File: config.mk
export PLATFORM = sky130hd
export DESIGN_NAME = cal_tod
export DESIGN_NICKNAME = d
export VERILOG_FILES = /design/src/rtl/cal_tod.sv
export SDC_FILE = /design/constraint.sdc
export NUM_CORES = 1
export LEC_CHECK = 0
export ABC_CLOCK_PERIOD_IN_PS = 6100
export BUFFER_PORTS_ARGS = -buffer_cell sky130_fd_sc_hd__buf_4
export CORE_MARGIN = 10
export CORE_UTILIZATION = 29
export CTS_CLUSTER_DIAMETER = 50
export CTS_CLUSTER_SIZE = 16
export DETAILED_ROUTE_END_ITERATION = 7
export MAX_ROUTING_LAYER = met4
export PLACE_DENSITY = 0.51
export SETUP_SLACK_MARGIN = 0.2
export SYNTH_ARGS = -nofsm -noshare
export SYNTH_HDL_FRONTEND = slang
export SYNTH_SLANG_ARGS = --single-unit
File: constraint.sdc
create_clock -name clk -period 6.1 [get_ports clk]
set_clock_uncertainty 0.1 [all_clocks]
set_input_delay 0.305 -clock clk [delete_from_list [all_inputs] [get_ports clk]]
set_output_delay 0.305 -clock clk [all_outputs]
set_load 0.02 [all_outputs]
File: src/rtl/cal_tod.sv
module cal_tod #(
  parameter logic [7:0] RESET_CENTURY = 8'h20
) (
  input  logic       clk,
  input  logic       rst_n,
  input  logic       sec_tick,
  input  logic       wr_en,
  input  logic [3:0] reg_sel,
  input  logic [7:0] wr_data,
  output logic [7:0] rd_data
);

  logic [7:0] sec_q, min_q, hr_q, day_q, mon_q, yr_q, cen_q;
  logic [2:0] ctrl_q;

  wire hold = ctrl_q[0];
  wire binm = ctrl_q[1];
  wire h24m = ctrl_q[2];

  function automatic logic [6:0] dec(input logic [7:0] v, input logic b);
    return b ? v[6:0] : 7'(v[7:4]) * 7'd10 + 7'(v[3:0]);
  endfunction

  function automatic logic [7:0] enc(input logic [6:0] n, input logic b);
    return b ? {1'b0, n} : {4'(n / 7'd10), 4'(n % 7'd10)};
  endfunction

  logic [6:0] s_n, m_n, h12, h_n, d_n, mo_n, y_n, c_n, mlen;
  logic [6:0] s_x, m_x, h_x, d_x, mo_x, y_x, c_x, hh;
  logic       c_s, c_m, c_h, c_d, c_mo, c_y, leap;
  logic [7:0] hr_nx, h_enc;

  always_comb begin
    s_n  = dec(sec_q, binm);
    m_n  = dec(min_q, binm);
    h12  = dec({1'b0, hr_q[6:0]}, binm);
    h_n  = h24m ? dec(hr_q, binm)
                : ((h12 >= 7'd12 ? 7'd0 : h12) + (hr_q[7] ? 7'd12 : 7'd0));
    d_n  = dec(day_q, binm);
    mo_n = dec(mon_q, binm);
    y_n  = dec(yr_q, binm);
    c_n  = dec(cen_q, binm);
    leap = (y_n[1:0] == 2'd0);
    case (mo_n)
      7'd2:                      mlen = leap ? 7'd29 : 7'd28;
      7'd4, 7'd6, 7'd9, 7'd11:   mlen = 7'd30;
      default:                   mlen = 7'd31;
    endcase

    c_s  = s_n >= 7'd59;
    c_m  = c_s && m_n >= 7'd59;
    c_h  = c_m && h_n >= 7'd23;
    c_d  = c_h && d_n >= mlen;
    c_mo = c_d && mo_n >= 7'd12;
    c_y  = c_mo && y_n >= 7'd99;

    s_x  = c_s ? 7'd0 : s_n + 7'd1;
    m_x  = c_s ? (c_m ? 7'd0 : m_n + 7'd1) : m_n;
    h_x  = c_m ? (c_h ? 7'd0 : h_n + 7'd1) : h_n;
    d_x  = c_h ? (c_d ? 7'd1 : d_n + 7'd1) : d_n;
    mo_x = c_d ? (c_mo ? 7'd1 : mo_n + 7'd1) : mo_n;
    y_x  = c_mo ? (c_y ? 7'd0 : y_n + 7'd1) : y_n;
    c_x  = c_y ? (c_n >= 7'd99 ? 7'd0 : c_n + 7'd1) : c_n;

    hh    = h_x % 7'd12;
    h_enc = enc((hh == 7'd0) ? 7'd12 : hh, binm);
    hr_nx = h24m ? enc(h_x, binm) : {h_x >= 7'd12, h_enc[6:0]};
  end

  always_ff @(posedge clk or negedge rst_n) begin
    if (!rst_n) begin
      sec_q  <= 8'h00;
      min_q  <= 8'h00;
      hr_q   <= 8'h00;
      day_q  <= 8'h01;
      mon_q  <= 8'h01;
      yr_q   <= 8'h00;
      cen_q  <= RESET_CENTURY;
      ctrl_q <= 3'b100;
    end else if (wr_en) begin
      case (reg_sel)
        4'd0: sec_q  <= wr_data;
        4'd1: min_q  <= wr_data;
        4'd2: hr_q   <= wr_data;
        4'd3: day_q  <= wr_data;
        4'd4: mon_q  <= wr_data;
        4'd5: yr_q   <= wr_data;
        4'd6: cen_q  <= wr_data;
        4'd7: ctrl_q <= wr_data[2:0];
        default: ;
      endcase
    end else if (sec_tick && !hold) begin
      sec_q <= enc(s_x, binm);
      min_q <= enc(m_x, binm);
      hr_q  <= hr_nx;
      day_q <= enc(d_x, binm);
      mon_q <= enc(mo_x, binm);
      yr_q  <= enc(y_x, binm);
      cen_q <= enc(c_x, binm);
    end
  end

  always_comb begin
    case (reg_sel)
      4'd0:    rd_data = sec_q;
      4'd1:    rd_data = min_q;
      4'd2:    rd_data = hr_q;
      4'd3:    rd_data = day_q;
      4'd4:    rd_data = mon_q;
      4'd5:    rd_data = yr_q;
      4'd6:    rd_data = cen_q;
      4'd7:    rd_data = {5'd0, ctrl_q};
      default: rd_data = 8'h00;
    endcase
  end

endmodule

==> impl_metrics.tcl <==
set metrics [dict create \
    die_w_um 214 \
    grt_pass1_vias 11386 \
    slew-limit-headroom_pct 30.0 \
    final_nets 1670 \
    tns_ns 0 \
    whs_ns -0.0297 \
    slowest_stage "fa_1" \
    drt-total-wl_um 44600 \
    r2r_start "mon_q[5]$_DFFE_PN0P_" \
    cts_buffers 9 \
    worst_ep_arrival_time_ns 6.12 \
    tightest_slew_ns 1.05 \
    start_util_pct 29.2 \
    synth_nets 1505 \
    drive_gt1_share_pct 31.8 \
    status "finished with violations" \
    ios 24 \
    crit_fanout 8 \
    yosysTopAreaCell "dfrtp_1" \
    start_kind "flop" \
    setup.worst_path.class "flop to flop" \
    period_share_pct 98.9 \
    dieArea_um2 45800 \
    synth_warnings 0 \
    synth_compound_area_share_pct 36.8 \
    antenna_found_initial 1 \
    synth_edf_count 0 \
    postSynthCellCount 1407 \
    drc 0 \
    route.vias.total 12337 \
    r2r_cells 28 \
    end_kind "flop" \
    cts.htree.levels 3 \
    drtIter0Drc 1026 \
    synth.top_cell.area_share_pct 12.6 \
    routed_via_density 5.91 \
    muxShareOfSynthArea_pct 7.09 \
    ant_nets 0 \
    fp.dieH_um 214 \
    synth_seq_cells 59 \
    clkSinkCount 59 \
    placed_cell_area_um2 12700 \
    yosysSeqAreaShare_pct 13.6 \
    fp-row-count 71 \
    ys_types 132 \
    synth.most_common_cell "nand2_1" \
    fmax_mhz 166 \
    violations "hold timing" \
    clockBufferDepth 2 \
    finalHoldViolations 13 \
    avgSynthCellArea_um2 7.76 \
    slew_viol_final 0 \
    r2r-end "day_q[2]$_DFFE_PN0P_" \
    ff2ff_setup_slack_ns 0.06 \
    fin_area_um2 14200 \
    setup_viol 0 \
    hp-class "input pin to asynchronous set/reset pin" \
    grt-ovfl-total 0 \
    port_buffers 23 \
    rsz0062_at_grt "yes" \
    cap_violations 0 \
    wl_per_cell_um 21.3 \
    yosys.area_share.simple_pct 23.6 \
    grt_pass1_wl_um 67500 \
    syn_area_um2 10900 \
    num-fill-cells 3829 \
    yosys.area_share.xor_xnor_pct 3.58 \
    grt_max_degree 60 \
    slowest_delay_ns 0.55 \
    grt.total_usage_pct 18.6 \
    path_clk_slew_ns 0.05 \
    synth_area_leaders "dfrtp_1 (13%), ha_1 (7.7%), nand2_1 (5.3%), a21oi_1 (4.7%), nor2_1 (4.2%)" \
    synth_fa_ha_area_share_pct 10.7 \
    finalCriticalPeriod_ns 6.04 \
    cts-root-buf "clkbuf_16" \
    async_flop_share_pct 100 \
    clock_latency_ns 0.34 \
    hpwlAfterDp_um 32900 \
    synth_top_family_by_area "compound AO/OA/AOI/OAI gates" \
    synthFlopType "dfrtp_1" \
    gp_congestion 0.916 \
    postCtsHoldBufs 0 \
    syn_to_final_growth_pct 30.2 \
    final_core_util_pct 38.0 \
    core_area_um2 37400 \
    ys_top_cells_by_count "nand2_1 (155), nor2_1 (121), a21oi_1 (103), o21ai_0 (76), ha_1 (67)" \
    drt_pre_antenna_iters 5 \
    tritoncts "done" \
    critPathRequiredTime_ns 6.19 \
    seqCellArea_um2 1490 \
    multi_input_area_um2 9840 \
]
[flip-flops by register name (all words and copies together), names as in the netlist]
name / cells
cen_q: 8
yr_q: 8
ctrl_q: 3
sec_q: 8
day_q: 8
hr_q: 8
min_q: 8
mon_q: 8
[final cells by class]
class	instances	area share (%)
Timing Repair Buffer	234	13.1
Inverter	24	0.651
Multi-Input combinational cell	1244	69.2
Clock inverter	1	0.0528
Sequential cell	59	10.5
Antenna cell	1	0.0176
Clock buffer	15	2.02
Tap cell	511	4.50
[layer usage]
layer / part of all wire (%) / GRT usage, % / vias up
met5: 0 / - / -
li1: - / - / 5808
met1: 45 / 24.9 / 6093
met4: 2.2 / 3.71 / 0
met3: 5.8 / 2.23 / 54
met2: 47 / 29.8 / 382
[logic make-up (layout without fill, tap and decap cells)]
group | Yosys count | after routing
other | 0 | 1
flip-flops | 59 | 59
buffers and inverters | 106 | 274
multiplexers | 65 | 65
adder cells (fa/ha/maj) | 85 | 85
AND/OR/NAND/NOR | 515 | 516
XOR/XNOR | 43 | 43
AO/OA/AOI/OAI | 534 | 535
[metrics by stage]
stage                     std cells  worst slack, ns
after global routing           2089           -0.184
after CTS                      2053            0.140
after global placement         2013           -0.174
after detailed placement       2013           -0.260
final                          2089           0.0643
after floorplan                1407            0.178
[cells in the final DEF, fill, tap and decap left out, types with 22 or more instances in the layout]
| cell type | netlist | final |
|---|---|---|
| buf_4 | 4 | 218 |
| xnor2_1 | 29 | 25 |
| a21o_1 | 23 | 22 |
| nor3_1 | 37 | 33 |
| nand2_1 | 155 | 147 |
| a31oi_1 | 36 | 30 |
| nor2_1 | 121 | 112 |
| a21oi_1 | 103 | 92 |
| o211ai_1 | 28 | 28 |
| dfrtp_1 | 55 | 52 |
| mux2i_1 | 31 | 29 |
| nand3_1 | 57 | 53 |
| ha_1 | 67 | 54 |
| o21ai_0 | 76 | 66 |
[worst max-delay path by stage]
| stage | start | endpoint | slack, ns | cells past startpoint |
|---|---|---|---|---|
| detailed placement | mon_q[5]$_DFFE_PN0P_ | cen_q[2]$_DFFE_PN0P_ | -0.26 | 25 |
| CTS | mon_q[5]$_DFFE_PN0P_ | yr_q[3]$_DFFE_PN0P_ | 0.14 | 27 |
| global route | mon_q[5]$_DFFE_PN0P_ | day_q[2]$_DFFE_PN0P_ | -0.18 | 28 |
| floorplan | hr_q[6]$_DFFE_PN0P_ | hr_q[3]$_DFFE_PN0P_ | 0.18 | 26 |
| finish | mon_q[5]$_DFFE_PN0P_ | day_q[2]$_DFFE_PN0P_ | 0.06 | 28 |
| global placement | mon_q[5]$_DFFE_PN0P_ | cen_q[2]$_DFFE_PN0P_ | -0.17 | 25 |
[what timing repair did]
action	in CTS	in global routing
cloned	1	1
endpoints found under the setup margin	21	22
pin swaps	32	81
setup buffers	23	34
gates resized for setup	31	128
[critical path, delay by kind of cell, from the launching register on]
kind	cells	cell delay, ns
adders and majority gates	5	1.53
AOI/OAI and AO/OA	10	1.60
xor gates and xnor gates	1	0.17
buffers and inverters	2	0.33
and+or+nand+nor	8	1.40
DFF	1	0.39
muxes	2	0.34
Power is left out: the tool's default activity adds up to more than one toggle a clock period on the data nets, which glitch-free logic cannot reach.
